==> src/rtl/link_autopoll_pkg.sv <==
package link_autopoll_pkg;

  typedef enum logic [1:0] {
    DN_IDLE = 2'b00,
    DN_POLL = 2'b01,
    DN_DATA = 2'b10
  } dnFrame_e;

  typedef enum logic [1:0] {
    UP_NONE   = 2'b00,
    UP_STATUS = 2'b01,
    UP_REPLY  = 2'b10,
    UP_RXDATA = 2'b11
  } upFrame_e;

  typedef enum logic [1:0] {
    ST_UNSYNC = 2'b00,
    ST_POLL   = 2'b01,
    ST_DATA   = 2'b10
  } linkState_e;

  typedef struct packed {
    dnFrame_e dnSel;
    logic     clearRev;
    logic     latchRev;
  } ctlStrobe_t;

endpackage

==> src/rtl/link_autopoll_fsm.sv <==
module link_autopoll_fsm
  import link_autopoll_pkg::*;
(
  input  logic       clk,
  input  logic       rst_n,
  input  logic       upValid,
  input  logic [1:0] upType,
  input  logic       linkLost,
  input  logic       pollEnable,
  output ctlStrobe_t ctl,
  output logic       syncFlag
);

  linkState_e state, stateNext;
  logic       pending, pendingNext;
  logic       statusSeen, replySeen;

  assign statusSeen = upValid && (upType == UP_STATUS);
  assign replySeen  = upValid && (upType == UP_REPLY);

  // Next-state logic: loss has priority; the enable bit is sampled only on sync entry
  always_comb begin
    stateNext   = state;
    pendingNext = pending;
    if (linkLost) begin
      stateNext   = ST_UNSYNC;
      pendingNext = 1'b0;
    end else begin
      unique case (state)
        ST_UNSYNC: begin
          pendingNext = 1'b0;
          if (statusSeen) stateNext = pollEnable ? ST_POLL : ST_DATA;
        end
        ST_POLL: begin
          stateNext   = ST_DATA;
          pendingNext = 1'b1;
        end
        ST_DATA: begin
          if (pending && replySeen) pendingNext = 1'b0;
        end
        default: begin
          stateNext   = ST_UNSYNC;
          pendingNext = 1'b0;
        end
      endcase
    end
  end

  always_ff @(posedge clk or negedge rst_n) begin
    if (!rst_n) begin
      state   <= ST_UNSYNC;
      pending <= 1'b0;
    end else begin
      state   <= stateNext;
      pending <= pendingNext;
    end
  end

  // Strobes toward the datapath
  always_comb begin
    unique case (state)
      ST_POLL: ctl.dnSel = DN_POLL;
      ST_DATA: ctl.dnSel = DN_DATA;
      default: ctl.dnSel = DN_IDLE;
    endcase
    ctl.clearRev = linkLost || (state == ST_UNSYNC);
    ctl.latchRev = !linkLost && (state == ST_DATA) && pending && replySeen;
  end

  assign syncFlag = (state != ST_UNSYNC);

endmodule

==> src/rtl/link_autopoll_dp.sv <==
module link_autopoll_dp
  import link_autopoll_pkg::*;
#(
  parameter int unsigned DATA_W    = 8,
  parameter int unsigned REV_W     = 4,
  parameter int unsigned ADDR_W    = 8,
  parameter int unsigned REG_W     = 8,
  parameter int unsigned REV_LSB   = 4,
  parameter logic [ADDR_W-1:0] REV_ADDR  = 8'h1D,
  parameter logic [DATA_W-1:0] POLL_CODE = 8'hD1
) (
  input  logic              clk,
  input  logic              rst_n,
  input  ctlStrobe_t        ctl,
  input  logic [REV_W-1:0]  upPayload,
  input  logic [DATA_W-1:0] txData,
  input  logic [ADDR_W-1:0] rdAddr,
  output logic [1:0]        dnType,
  output logic [DATA_W-1:0] dnPayload,
  output logic [REV_W-1:0]  revField,
  output logic [REG_W-1:0]  rdData
);

  localparam int unsigned REV_MSB = REV_LSB + REV_W - 1;

  logic [REV_W-1:0] revReg;
  logic             addrHit;

  // Revision holding register
  always_ff @(posedge clk or negedge rst_n) begin
    if (!rst_n)            revReg <= '0;
    else if (ctl.clearRev) revReg <= '0;
    else if (ctl.latchRev) revReg <= upPayload;
  end

  assign revField = revReg;

  // Downstream frame selection
  always_comb begin
    dnType = ctl.dnSel;
    unique case (ctl.dnSel)
      DN_POLL: dnPayload = POLL_CODE;
      DN_DATA: dnPayload = txData;
      default: dnPayload = '0;
    endcase
  end

  // Read port: revision placed at REV_LSB of the register word
  assign addrHit = (rdAddr == REV_ADDR);

  for (genvar b = 0; b < REG_W; b++) begin : g_rdBit
    if (b >= REV_LSB && b <= REV_MSB) begin : g_fld
      assign rdData[b] = addrHit & revReg[b - REV_LSB];
    end else begin : g_zero
      assign rdData[b] = 1'b0;
    end
  end

endmodule

==> src/rtl/link_autopoll_ctrl.sv <==
module link_autopoll_ctrl
  import link_autopoll_pkg::*;
#(
  parameter int unsigned DATA_W    = 8,
  parameter int unsigned REV_W     = 4,
  parameter int unsigned ADDR_W    = 8,
  parameter int unsigned REG_W     = 8,
  parameter int unsigned REV_LSB   = 4,
  parameter logic [ADDR_W-1:0] REV_ADDR  = 8'h1D,
  parameter logic [DATA_W-1:0] POLL_CODE = 8'hD1
) (
  input  logic              clk,
  input  logic              rst_n,
  input  logic              upValid,
  input  logic [1:0]        upType,
  input  logic [REV_W-1:0]  upPayload,
  input  logic              linkLost,
  input  logic              pollEnable,
  input  logic [DATA_W-1:0] txData,
  output logic [1:0]        dnType,
  output logic [DATA_W-1:0] dnPayload,
  output logic              syncFlag,
  output logic [REV_W-1:0]  revField,
  input  logic [ADDR_W-1:0] rdAddr,
  output logic [REG_W-1:0]  rdData
);

  ctlStrobe_t ctl;

  link_autopoll_fsm u_fsm (
    .clk        (clk),
    .rst_n      (rst_n),
    .upValid    (upValid),
    .upType     (upType),
    .linkLost   (linkLost),
    .pollEnable (pollEnable),
    .ctl        (ctl),
    .syncFlag   (syncFlag)
  );

  link_autopoll_dp #(
    .DATA_W    (DATA_W),
    .REV_W     (REV_W),
    .ADDR_W    (ADDR_W),
    .REG_W     (REG_W),
    .REV_LSB   (REV_LSB),
    .REV_ADDR  (REV_ADDR),
    .POLL_CODE (POLL_CODE)
  ) u_dp (
    .clk       (clk),
    .rst_n     (rst_n),
    .ctl       (ctl),
    .upPayload (upPayload),
    .txData    (txData),
    .rdAddr    (rdAddr),
    .dnType    (dnType),
    .dnPayload (dnPayload),
    .revField  (revField),
    .rdData    (rdData)
  );

endmodule

==> config.mk <==
export PLATFORM = sky130hd
export DESIGN_NAME = link_autopoll_ctrl
export DESIGN_NICKNAME = d
export VERILOG_FILES = /design/src/rtl/link_autopoll_pkg.sv /design/src/rtl/link_autopoll_fsm.sv /design/src/rtl/link_autopoll_dp.sv /design/src/rtl/link_autopoll_ctrl.sv
export SDC_FILE = /design/constraint.sdc
export NUM_CORES = 1
export LEC_CHECK = 0
export BUFFER_PORTS_ARGS = -buffer_cell sky130_fd_sc_hd__buf_2
export CAP_MARGIN = 5
export CORE_MARGIN = 5
export CORE_UTILIZATION = 35
export CTS_CLUSTER_DIAMETER = 50
export DETAILED_ROUTE_END_ITERATION = 8
export PLACE_DENSITY_LB_ADDON = 0.3
export RECOVER_POWER = 100
export REMOVE_ABC_BUFFERS = 1
export SYNTH_ARGS = -nofsm -noshare
export SYNTH_HDL_FRONTEND = slang
export SYNTH_HIERARCHICAL = 1
export SYNTH_SLANG_ARGS = --single-unit
==> constraint.sdc <==
create_clock -name clk -period 1.7 [get_ports clk]
set_clock_uncertainty 0.1 [all_clocks]
set_input_delay 0.34 -clock clk [delete_from_list [all_inputs] [get_ports clk]]
set_output_delay 0.34 -clock clk [all_outputs]
set_load 0.05 [all_outputs]
# Yosys cells after proc, flatten, opt, wreduce, memory -nomap -nowiden
# Index checks and enable logic that the tools add are counted.
[totals] register_bits=7 input_bits=27 out_inout_bits=23
[classes] n_eq_ne=10 muxes=11 n_bitwise=4 reduce_logical=12
[ops] operator="case mux 8 bit (2 select lines)" n=1
[ops] operator="equality test 8 x 5 -> 1 bit (second input constant)" n=1
[ops] operator="two-way mux 4 bit" n=2
[ops] operator="equality test 2 x 1 -> 1 bit (second input constant)" n=3
[ops] operator="equality test 2 bit (second input constant)" n=3
[ops] operator="logical AND 1 bit" n=6
[ops] operator="two-way mux 2 bit" n=3
[ops] operator="!= test 3 x 2 -> 1 bit (second input constant)" n=2
[ops] operator="case mux 2 bit (3 select lines)" n=1
[ops] operator="AND 1 bit" n=4
[ops] operator="case mux 2 bit (2 select lines)" n=1
[ops] operator="nonzero test 2 bit" n=2
[ops] operator="logical NOT 2 bit" n=1
[ops] operator="two-way mux 1 bit" n=2
[ops] operator="!= test 2 bit (second input constant)" n=1
[ops] operator="case mux 1 bit (2 select lines)" n=1
[ops] operator="AND reduction 2 bit" n=1
[ops] operator="logical NOT 1 bit" n=1
[ops] operator="logical OR 1 bit" n=1

# Logic depth before layout (Yosys ltp)
# Gate-level depths: netlist of run 1.
[logic_depth] ltp_word=6 mapped_depth=5 mapped_depth_nobuf=5

# Hierarchy
# Netlist of run 1, hierarchy kept.
[by_module_without_submodules] mod="link_autopoll_dp" n_inst=1 cells_per_inst=46 area_per_inst_um2=357.8
[by_module_without_submodules] mod="link_autopoll_fsm" n_inst=1 cells_per_inst=16 area_per_inst_um2=181.4

# Worst setup path after synthesis of run 1
# Ideal clock, no wire load.
[synth_timing] kind="in2out" startpoint="in rdAddr[5]" endpoint="out rdData[4]" t_arrival_ps=1985 required_time_ps=1260 setup_slack_ps=-725 cell_stages=2 path_buffers=0 path_cell_list="or4b_4 nor3_1"
[synth_between] elab_chain_len=2
[synth_lines] item="start, declared" line_no="link_autopoll_ctrl.sv:24" source="input logic [ADDR_W-1:0] rdAddr,"
[synth_lines] item="equality test 8 x 5 -> 1 bit" line_no="link_autopoll_dp.sv:49" source="assign addrHit = (rdAddr == REV_ADDR);"
[synth_lines] item="AND 1 bit" line_no="link_autopoll_dp.sv:53" source="assign rdData[b] = addrHit & revReg[b - REV_LSB];"
[synth_lines] item="end, declared" line_no="link_autopoll_ctrl.sv:25" source="output logic [REG_W-1:0] rdData"
# No other way between the ends.

# Final worst setup path of run 1
[layout_timing] startpoint="reg u_fsm.state[0]" endpoint="out dnPayload[7]"
[layout_between] elab_chain_len=4 elab_cells_between_ends=6
[layout_lines] item="start, declared" line_no="link_autopoll_fsm.sv:14" source="linkState_e state, stateNext;"
[layout_lines] item="start signal, assigned" line_no="link_autopoll_fsm.sv:54" source="state <= stateNext;"
[layout_lines] item="equality test 2 bit or equality test 2 x 1 -> 1 bit (tied branches)" line_no="link_autopoll_fsm.sv:61" source="unique case (state)"
[layout_lines] item="case mux 2 bit (2 select lines) (*)" line_no="link_autopoll_fsm.sv:61"
[layout_lines] item="equality test 2 bit or equality test 2 x 1 -> 1 bit (tied branches)" line_no="link_autopoll_dp.sv:41" source="unique case (ctl.dnSel)"
[layout_lines] item="case mux 8 bit (2 select lines) (*)" line_no="link_autopoll_dp.sv:41"
[layout_lines] item="end, declared" line_no="link_autopoll_ctrl.sv:21" source="output logic [DATA_W-1:0] dnPayload,"
# Every way passes the cells marked *; elsewhere a longest branch is shown, timed or not.

==> reports/summary.md, run 1 <==
The run finished, with violations left. The checks that failed: negative setup slack. For this configuration, the core starts out at a cell density of 36.2%. The tools report the end of the critical path as dnPayload[7]. The logs give 33.6% for the combinational fraction of design power and 143 for the number of nets in the layout. The worst-case register-to-register setup slack was 0.04 ns; the number of buffers inserted by port buffering was 45.

The number of detailed-routing iterations run before antenna repair is 4. The share of total power dissipated in the clock network is 31.4%. Clock period minus final worst setup slack: 1.92 ns. The number of max-slew violations in the final report came out at 0.

The number of clock sinks was 7. For the worst-skew pair, the clock arrives at the later sink with an insertion delay of 0.25 ns. The share of synthesized area in the top cell type comes to 32.5%. The tool flagged a number of max-cap violations equal to 0.

By count the netlist is led by 8 x sky130_fd_sc_hd__nor2_1, 7 x sky130_fd_sc_hd__dfrtp_1, 6 x sky130_fd_sc_hd__buf_4, 6 x sky130_fd_sc_hd__inv_1. Signal arrival time at the worst endpoint: 1.48 ns. In this run the power density over the cells is 467 nW/um2. The cell depth of the worst flop-to-flop path was 6. The tools report the minimum setup slack in the final design as -0.224 ns.

The tools report the deepest level of the CTS H-tree as 1. Measured along the y axis, the die boundary spans 49.3 um. The total internal power was 0.000328 W; the post-layout instance area was 1040 um2.

The share of synthesized registers carrying an async set or reset was 100%. The leakage power is 0.503 nW, and the power share of the sequential group is 35.0%. The tools report the launch point of the worst path as u_fsm/state[0]. STA classifies the critical path startpoint as a flip-flop. The logs give 1490 um2 for the area of the core and 6 for the count of synthesis-stage warnings from yosys.

Clock-pin slew was measured on the worst setup and hold paths at 0.05 ns. The total half-perimeter wirelength after legalization and detailed placement was 1.21 mm; the number of hold violations in the final report was 0. Pin count of the biggest net entering global routing: 9.

TritonCTS built the clock tree. The via count of the routed design is 614. The area growth from synthesis to layout is 93.3%. The tools report the number of antenna violations at the first check in global routing as 0. The run gives 12 as the final setup violation count. Setup repair after global routing could not meet its margin everywhere.

The logs give 62 for the instance count of the mapped netlist and 0 for the aggregate global routing overflow. Yosys instantiated no cell more often than sky130_fd_sc_hd__nor2_1. The number of routed nets with antenna violations was 0. Headroom to the max-slew limit came out at 60.2%. Dividing the synthesized area by the synthesized cell count gives 8.70 um2. The count of cell types in the netlist is 26, and the number of DRC violations after detailed-routing iteration 0 is 2. The number of top-level pins was 50; the power dissipated by switching net loads was 0.000158 W. Fmax: 0.520 GHz. The initialized floorplan defines 14 standard-cell rows. The total power is 0.000487 W. Residual DRC count: 0.

The post-synthesis instance area came out at 539 um2. The part of the Yosys area used for sequential elements came out at 32.5%. The tools report the total negative setup slack as -2.13 ns.

The final routed wirelength across all metal layers is 1.84 mm, and the share of post-route cells with drive strength above 1 is 62.8%. The number of antenna diodes in the final layout is 0. In this run, synthesis produced a sequential element count of 7.

The logs give 3 for the number of buffers created by CTS and 777 um2 for the area after detailed placement. Along the worst path, the maximum fanout reaches 4. The die is 49.3 um wide. Routability-driven placement finished with a final weighted congestion of 0.722. STA classifies the critical path endpoint as a primary output. End of the worst register-to-register path: u_dp/revField[3]. The tools report the startpoint of the lowest-slack register-to-register path as u_fsm/state[1]. The final worst-path cycle share is 113%, and the die outline area is 2430 um2. IR analysis of the VDD net gives a maximum drop of 363 uV. Data on the critical path is required at its endpoint by 1.26 ns.

Total track usage: 14.3%. For the number of global-route vias before repair, the log shows 606. The number of fillers in the final layout came out at 122.

The kind of critical path was flip-flop to primary output. For the pin with the worst max-slew slack, the measured transition is 0.599 ns. The type of the tightest min-delay check is input pin to flip-flop.

End-of-flow core utilization: 70.0%. In this run, synthesis inferred 0 flip-flops with an integrated enable. Among all flip-flop cells after synthesis, the most frequent one is sky130_fd_sc_hd__dfrtp_1.

Summed over all instances, the cell type with the most area after synthesis is sky130_fd_sc_hd__dfrtp_1. Sorting the synthesized cells by area gives the leading types as sky130_fd_sc_hd__dfrtp_1 32%, sky130_fd_sc_hd__buf_4 8.4%, sky130_fd_sc_hd__mux2i_1 7.4%. The via-per-instance ratio is 4.76.

The routed wire length per instance is 14.3 um. The tools report the buffer type at the clock tree root as sky130_fd_sc_hd__clkbuf_4. The switching power as a share of total power is 32.6%, and the maximum buffer depth of the clock tree is 2. The tools report the first-pass GRT wire length as 2.68 mm. On the final layout, the worst hold slack is 0.214 ns.
==> power groups by stage <==
stage | clock (W) | sequential, W | combinational (W)
6_report | 0.000153 | 0.000170 | 0.000164
5_1_grt | 0.000169 | 0.000170 | 0.000172
4_1_cts | 0.000162 | 0.000170 | 0.000158
3_5_place_dp | 0 | 0.000173 | 0.000121
3_3_place_gp | 0 | 0.000173 | 0.000118
2_1_floorplan | 0 | 0.000174 | 0.0000716
==> worst max-delay path: stages, from the launching register on <==
cell                      delay [ns]
sky130_fd_sc_hd__dfrtp_1        0.39
sky130_fd_sc_hd__and2b_2        0.27
sky130_fd_sc_hd__inv_2          0.05
sky130_fd_sc_hd__ha_4           0.18
sky130_fd_sc_hd__a21oi_2        0.14
sky130_fd_sc_hd__nor2_2         0.06
sky130_fd_sc_hd__buf_6          0.15
==> sequential cells by signal, summed over array words and instances, names as in the netlist <==
name and count:
u_dp/revField 4, u_fsm/pending 1, u_fsm/state 2
==> cell families after synthesis <==
group                    synth area share [%]
other                                   0.695
AND/OR/NAND/NOR                          33.2
multiplexers                             7.42
flip-flops                               32.5
XOR/XNOR                                 1.62
buffers and inverters                    13.2
AO/OA/AOI/OAI                            6.73
adder cells (fa/ha/maj)                  4.64
==> area by class of cell <==
cell class	count	area (um2)	share of cell area [%]
multi-input combinational	45	423	40.6
timing repair buffer	51	375	36.0
sequential	7	175	16.8
clock buffer	4	26.3	2.52
inverter	6	22.5	2.16
tap	16	20.0	1.92
==> worst min-delay path by stage <==
stage	slack (ns)	to	from	cells past startpoint
3_3_place_gp	0.08	u_dp/revField[0]	rst_n	1
2_1_floorplan	-0.06	u_dp/revField[0]	rst_n	0
6_report	0.21	u_fsm/state[1]	pollEnable	2
5_1_grt	0.20	u_fsm/state[1]	pollEnable	2
4_1_cts	0.20	u_fsm/state[1]	pollEnable	2
3_5_place_dp	0.08	u_dp/revField[0]	rst_n	1
==> stage by stage <==
step / worst slack [ns] / instances
CTS: -0.190 / 129
detailed placement: -0.211 / 123
global route: -0.289 / 129
floorplan: -1.09 / 58
global placement: -0.167 / 123
finish: -0.224 / 129
==> per-layer routing <==
metal,global-route usage (%),up-vias,wire [um]
met5,0,-,0
met3,2.45,2,123
met4,10.8,0,19
li1,-,306,-
met2,24.5,24,1010
met1,15.3,282,688
==> cells in the final DEF (no fill, tap or decap), types with 2 or more instances in the layout <==
master | Yosys | routed
sky130_fd_sc_hd__a21oi_2 | 0 | 3
sky130_fd_sc_hd__and2_4 | 0 | 4
sky130_fd_sc_hd__buf_2 | 0 | 24
sky130_fd_sc_hd__buf_4 | 6 | 4
sky130_fd_sc_hd__buf_6 | 0 | 10
sky130_fd_sc_hd__buf_8 | 0 | 5
sky130_fd_sc_hd__clkbuf_1 | 1 | 7
sky130_fd_sc_hd__clkbuf_4 | 0 | 3
sky130_fd_sc_hd__conb_1 | 1 | 4
sky130_fd_sc_hd__dfrtp_1 | 7 | 7
sky130_fd_sc_hd__ha_4 | 0 | 2
sky130_fd_sc_hd__inv_1 | 6 | 5
sky130_fd_sc_hd__mux2i_1 | 4 | 4
sky130_fd_sc_hd__nor2_1 | 8 | 4
sky130_fd_sc_hd__nor2_2 | 0 | 4
sky130_fd_sc_hd__nor3_4 | 0 | 4
==> what timing repair did <==
item | in CTS | in global routing
setup endpoints to repair | 13 | 13
hold buffers | 1 | 0
gates resized for setup | 57 | 6
hold endpoints to repair | 7 | 0
buffers inserted | 1 | 0
pin swaps | 1 | 1
Note: power is estimated with default switching activity, not from simulation.
==> run 2: changes to the inputs <==
- TNS_END_PERCENT: not set -> 20
==> run 2 against run 1 <==
  * The run still ends with negative setup slack left
  * Routed wire length fell by 1.4%
  * Combinational power fell by 7%
  * Clock-buffer cell count did not move
  * Design area fell by 4.9%
  * Via count rose by 0.81%
  * Hold slack got worse by 0.0032 ns
==> reports/summary.md, run 2 (synthesis results as in run 1) <==
The number of global-route vias before repair is 600. The clock passes through at most 2 buffers. The post-CTS clock slew at the launch and capture registers of the worst setup and hold paths works out to 0.06 ns. In this run the vertical extent of the chip is 49.3 um.

The run gives 0 as the number of max-slew violations in the final report. The worst setup path is captured at a primary output. For the data required time of the worst path, the log shows 1.26 ns.

Cell with the largest stage delay on the worst path: sky130_fd_sc_hd__dfrtp_1. The power density of the placed cells was 483 nW/um2. The tools report the buffer type at the clock tree root as sky130_fd_sc_hd__clkbuf_4. The fmax was 0.523 GHz.

TritonCTS built the clock tree. The routed wire length per instance is 14.1 um, and the number of nets in the layout is 143. Leaving out fill and tap cells, the most frequent cells in the layout are 30 x sky130_fd_sc_hd__buf_2, 12 x sky130_fd_sc_hd__buf_6, 7 x sky130_fd_sc_hd__dfrtp_1. The initial utilization of the core area, before any placement, comes to 36.2%. The tightest hold path in the finished design has a slack of 0.211 ns. The signal arrival time at the worst endpoint came out at 1.47 ns. Via count of the routed design: 619. The tools report the global routing usage on met1 as 12.9%.

Walking the worst path, the cells encountered are and2b_2, inv_2, ha_4, a21oi_2, nor2_2, buf_6. The worst hold path belongs to the class input pin to flip-flop. The run gives 2.57 mm as the first-pass GRT wire length. Global routing consumed, on the met2 layer, 24.9% of the routing resources. After legalization and detailed placement, the total HPWL measured 1.21 mm.

Kind of cell with the highest combined delay on the critical path: flip-flops. The number of antenna violations at the first check in global routing came out at 0. The total overflow left after global routing is 0. The number of hold violations in the final report was 0; the latest clock arrival within the worst-skew pair was 0.25 ns.

The run gives -0.212 ns as the minimum setup slack in the final design. Along the worst path, the maximum fanout reaches 4. For the final setup violation count, the log shows 13.

The number of routed nets with antenna violations was 0; the number of fillers in the final layout was 132. Number of standard-cell rows in the floorplan: 14. The run gives 50 as the number of top-level pins. The final reports fail on negative setup slack.

The routed design has 1.82 mm of wire. The total track usage was 13.9%. The tools report the reported max-cap violation count as 0.

The die outline area was 2430 um2; the via-per-instance ratio was 4.80. After layout, the minimum clock period comes to 1.91 ns. Pin count of the biggest net entering global routing: 9. The flow ran to the end, but the final reports show violations. The final worst-path cycle share works out to 112%. Before antenna repair, the detailed router went through 2 iterations.

The worst setup path is launched from a flip-flop. The deepest level of the CTS H-tree was 1; the flip-flop count of the largest register after layout was 4. Kind of critical path: flip-flop to primary output.

In the final layout, the share of cells above drive strength 1 is 64.6%. The number of buffers inserted by port buffering is 45, and the number of DRC violations after detailed-routing iteration 0 is 3. The number of buffers created by CTS is 3, and the growth of design area from synthesis to finish is 83.8%. Setup repair after global routing could not meet its margin everywhere. Counting both buffers and inverters, the worst setup path holds a total of 2. At the end of routability-driven placement, the weighted congestion stood at 0.722. After detailed routing, the number of remaining DRC violations is 0. The library cell used most frequently in the layout, excluding fill and tap cells, is sky130_fd_sc_hd__buf_2.

The run gives 0 as the antenna diode instance count. The busiest metal layer after global routing was met2. The logs give 1490 um2 for the area of the core and 368 uV for the worst IR drop on VDD. Summed over all cells, the static leakage comes to 0.454 nW. The design draws 0.000479 W. The clock net in this run drives a total of 7 sinks. The horizontal die dimension works out to 49.3 um. The delay of the slowest critical-path stage is 0.39 ns, and the met3 usage is 2.14%.
run 2: report_power, final:
| group | total, W | internal [W] | switching (W) | leakage (nW) |
|---|---|---|---|---|
| registers | 0.000170 | 0.000169 | 0.00000143 | 0.0974 |
| logic | 0.000152 | 0.0000621 | 0.0000897 | 0.342 |
| clock network | 0.000157 | 0.0000899 | 0.0000669 | 0.0150 |
| total | 0.000479 | 0.000321 | 0.000158 | 0.454 |
run 2: path summary, 6_finish.rpt:
kind                                  start                to  slack (ns)  depth (start not counted)
max in group asynchronous             rst_n    u_fsm/state[0]        0.78                          2
min in group asynchronous             rst_n  u_dp/revField[0]        0.43                          2
min reg2reg                u_dp/revField[0]  u_dp/revField[0]        0.45                          2
max reg2reg                  u_fsm/state[0]  u_dp/revField[3]        0.09                          6
max                          u_fsm/state[0]      dnPayload[7]       -0.21                          6
min                              pollEnable    u_fsm/state[1]        0.21                          2
run 2: repair_timing:
action	CTS	global route
hold endpoints to repair	7	0
gates cloned	0	0
endpoints found under the setup margin	13	13
hold buffers	1	0
gates resized for setup	40	9
buffers inserted	1	0
run 2: area by class of cell:
class,count,area (um2),area share [%]
Sequential cell,7,175,17.7
Multi-Input combinational cell,45,388,39.1
Tap cell,16,20.0,2.02
Clock buffer,4,26.3,2.65
Timing Repair Buffer,51,359,36.2
Inverter,6,22.5,2.27
run 2: metal layers:
| layer | up-vias | share of wire, % |
|---|---|---|
| met5 | - | 0 |
| li1 | 304 | - |
| met3 | 6 | 6.3 |
| met1 | 283 | 36 |
| met4 | 0 | 2.9 |
| met2 | 26 | 54 |
run 2: stage by stage:
| stage | cell area, um2 | worst slack (ns) | utilization, % | setup TNS [ns] | std cells |
|---|---|---|---|---|---|
| floorplan | 502 | -1.09 | - | -9.91 | 58 |
| global placement | 777 | -0.167 | 52.2 | -0.782 | 123 |
| detailed placement | 777 | -0.211 | 52.2 | -1.06 | 123 |
| CTS | 952 | -0.190 | 63.9 | -1.93 | 129 |
| global route | 991 | -0.276 | 66.6 | -2.77 | 129 |
| finish | 991 | -0.212 | 66.6 | -2.11 | 129 |
==> run 3: changes to the inputs <==
- ABC_CLOCK_PERIOD_IN_PS: not set -> 1700
- CORE_ASPECT_RATIO: not set -> 1.1
- PLACE_DENSITY: not set -> 0.86
- PLACE_DENSITY_LB_ADDON: 0.3 -> not set
==> run 3 against run 2 <==
  * The run still ends with negative setup slack left
  * Setup slack worse by 0.071 ns
  * Die area about the same
  * Routed wire length rose by 9.7%
==> reports/summary.md, run 3 (synthesis results as in run 1) <==
The run gives 0 as the number of antenna violations at the first check in global routing. The effective utilization at floorplan came out at 38.0%. In this run the critical register-to-register path is launched from u_fsm/state[0].

The end of the worst register-to-register path is u_dp/revField[3]. The die boundary height is 51.2 um. The number of buffers created by CTS was 3. The checks that failed: negative setup slack.

The signal arrival time at the worst endpoint came out at 1.54 ns. The tools report the final routed wirelength across all metal layers as 2.00 mm. STA classifies the critical path endpoint as a primary output.

The run finished, with violations left. Leaving out fill and tap cells, the most frequent cells in the layout are 31 x sky130_fd_sc_hd__buf_2, 13 x sky130_fd_sc_hd__buf_6, 7 x sky130_fd_sc_hd__dfrtp_1. Counting every sink on the clock net gives 7. Among cell families on the critical path, the largest total delay comes from flip-flops.

The latest clock arrival within the worst-skew pair was 0.25 ns. The number of hold violations in the final report came out at 0. The critical path launch point type is a flip-flop.

The logs give 0.504 GHz for the fmax and -0.284 ns for the minimum setup slack in the final design. In the final layout, the share of cells above drive strength 1 is 62.8%. Dividing the detail-routed wire length by the instance count gives 15.5 um. The tools report the first-pass GRT wire length as 3.00 mm.

The number of detailed-routing iterations run before antenna repair was 3. The congestion estimate from routability-driven global placement came to 0.703. For the pin count of the biggest net entering global routing, the log shows 9. The root buffer cell chosen for the clock tree is sky130_fd_sc_hd__clkbuf_4. Post-CTS clock slew at the launch and capture registers of the worst setup and hold paths: 0.05 ns. Setup repair after global routing could not meet its margin everywhere. Traced cell by cell, the critical path runs through and2b_2, inv_2, ha_4, a21oi_1, nor2_1, buf_6. The worst register-to-register path has a setup slack of 0.03 ns. The flip-flop count of the largest register after layout was 4. The most critical setup path has its endpoint at dnPayload[0]. The reported max-cap violation count came out at 0.

The run gives 1 as the deepest level of the CTS H-tree. The worst-case IR drop observed on VDD is 366 uV. The launch point of the worst path was u_fsm/state[0].

The highest fanout seen on the critical path was 4; the via-per-instance ratio was 5.01. The tools report the number of standard-cell rows in the floorplan as 14. TritonCTS built the clock tree. The final worst-path cycle share works out to 117%. The worst hold path belongs to the class input pin to flip-flop. Overall power consumption after layout is estimated at 0.000468 W.

In this run the deepest clock path goes through 2 buffers. 50 I/O pins were placed. The number of cells on the worst reg-to-reg path is 7. The most common library cell in the layout ignoring fill and taps was sky130_fd_sc_hd__buf_2. The number of antenna diodes in the final layout is 0. The tools report the residual DRC count as 0.

After global routing the overflow that remains totals 0. The tools report the end-of-flow core utilization as 69.8%. The routed layout has 646 vias. The number of buffers and inverters on the critical path is 2. The number of max-slew violations in the final report was 0; the growth of design area from synthesis to finish was 83.8%. The startpoint of the most critical hold path was pollEnable.

The total half-perimeter wirelength after legalization and detailed placement was 1.39 mm. The floorplan step set the die width to 47.4 um. The kind of critical path was flip-flop to primary output. The first routing iteration left 5 violations.

The power density of the placed cells was 472 nW/um2; the area of the core was 1420 um2. The clock period minus final worst setup slack is 1.98 ns, and the delay of the slowest critical-path stage is 0.39 ns. The slowest stage of the critical path belongs to the cell sky130_fd_sc_hd__dfrtp_1. The floorplan step defined a die boundary enclosing 2430 um2. The number of nets in the layout was 143. In the global route stage, overall resource usage came out at 16.9%. The run gives 0.452 nW as the leakage power.

The number of global-route vias before repair is 702, and the data required time of the worst path is 1.26 ns. The number of buffers inserted by port buffering was 45. Counting buffers and inverters, the worst setup path is 6 cells deep. The number of routed nets with antenna violations came out at 0. The final setup violation count was 13.
-- run 3: what timing repair did --
item                       in CTS  in global routing
buffers inserted                1                  0
resized for setup              32                 16
hold buffers                    1                  0
hold endpoints to repair        7                  0
setup endpoints to repair      13                 17
pin swaps                       1                  6
gates cloned                    0                  0
-- run 3: cell type report --
cell class	instances	area [um2]
timing repair buffer	51	360
sequential	7	175
multi-input combinational	45	387
inverter	6	22.5
fill	112	428
clock buffer	4	26.3
tap	16	20.0
-- run 3: worst min path at each step --
stage                            end  slack, ns  cells after the start
floorplan           u_dp/revField[0]      -0.06                      0
global placement    u_dp/revField[1]       0.08                      1
detailed placement     u_fsm/pending       0.08                      1
CTS                   u_fsm/state[1]       0.19                      2
global route          u_fsm/state[1]       0.20                      2
finish                u_fsm/state[1]       0.20                      2
-- run 3: report_power, final --
group / total (W) / internal [W] / switching, W
logic: 0.000151 / 0.0000612 / 0.0000896
clock network: 0.000147 / 0.0000893 / 0.0000573
registers: 0.000171 / 0.000169 / 0.00000181
-- run 3: stage by stage --
step,cell area [um2],hold slack [ns],setup slack (ns),setup TNS (ns),std cells
after floorplan,502,-0.0556,-1.09,-9.91,58
after global placement,777,0.0774,-0.168,-0.694,123
after detailed placement,777,0.0815,-0.191,-0.960,123
after CTS,930,0.194,-0.207,-1.91,129
after global routing,991,0.199,-0.347,-3.29,129
final,991,0.201,-0.284,-2.20,129
-- run 3: metal layers --
layer	up-vias	track usage (%)	wire, um
met5	-	0	0
met4	0	8.76	58
met3	8	3.16	57
met2	15	31.5	1270
met1	318	16.5	610
li1	305	-	-
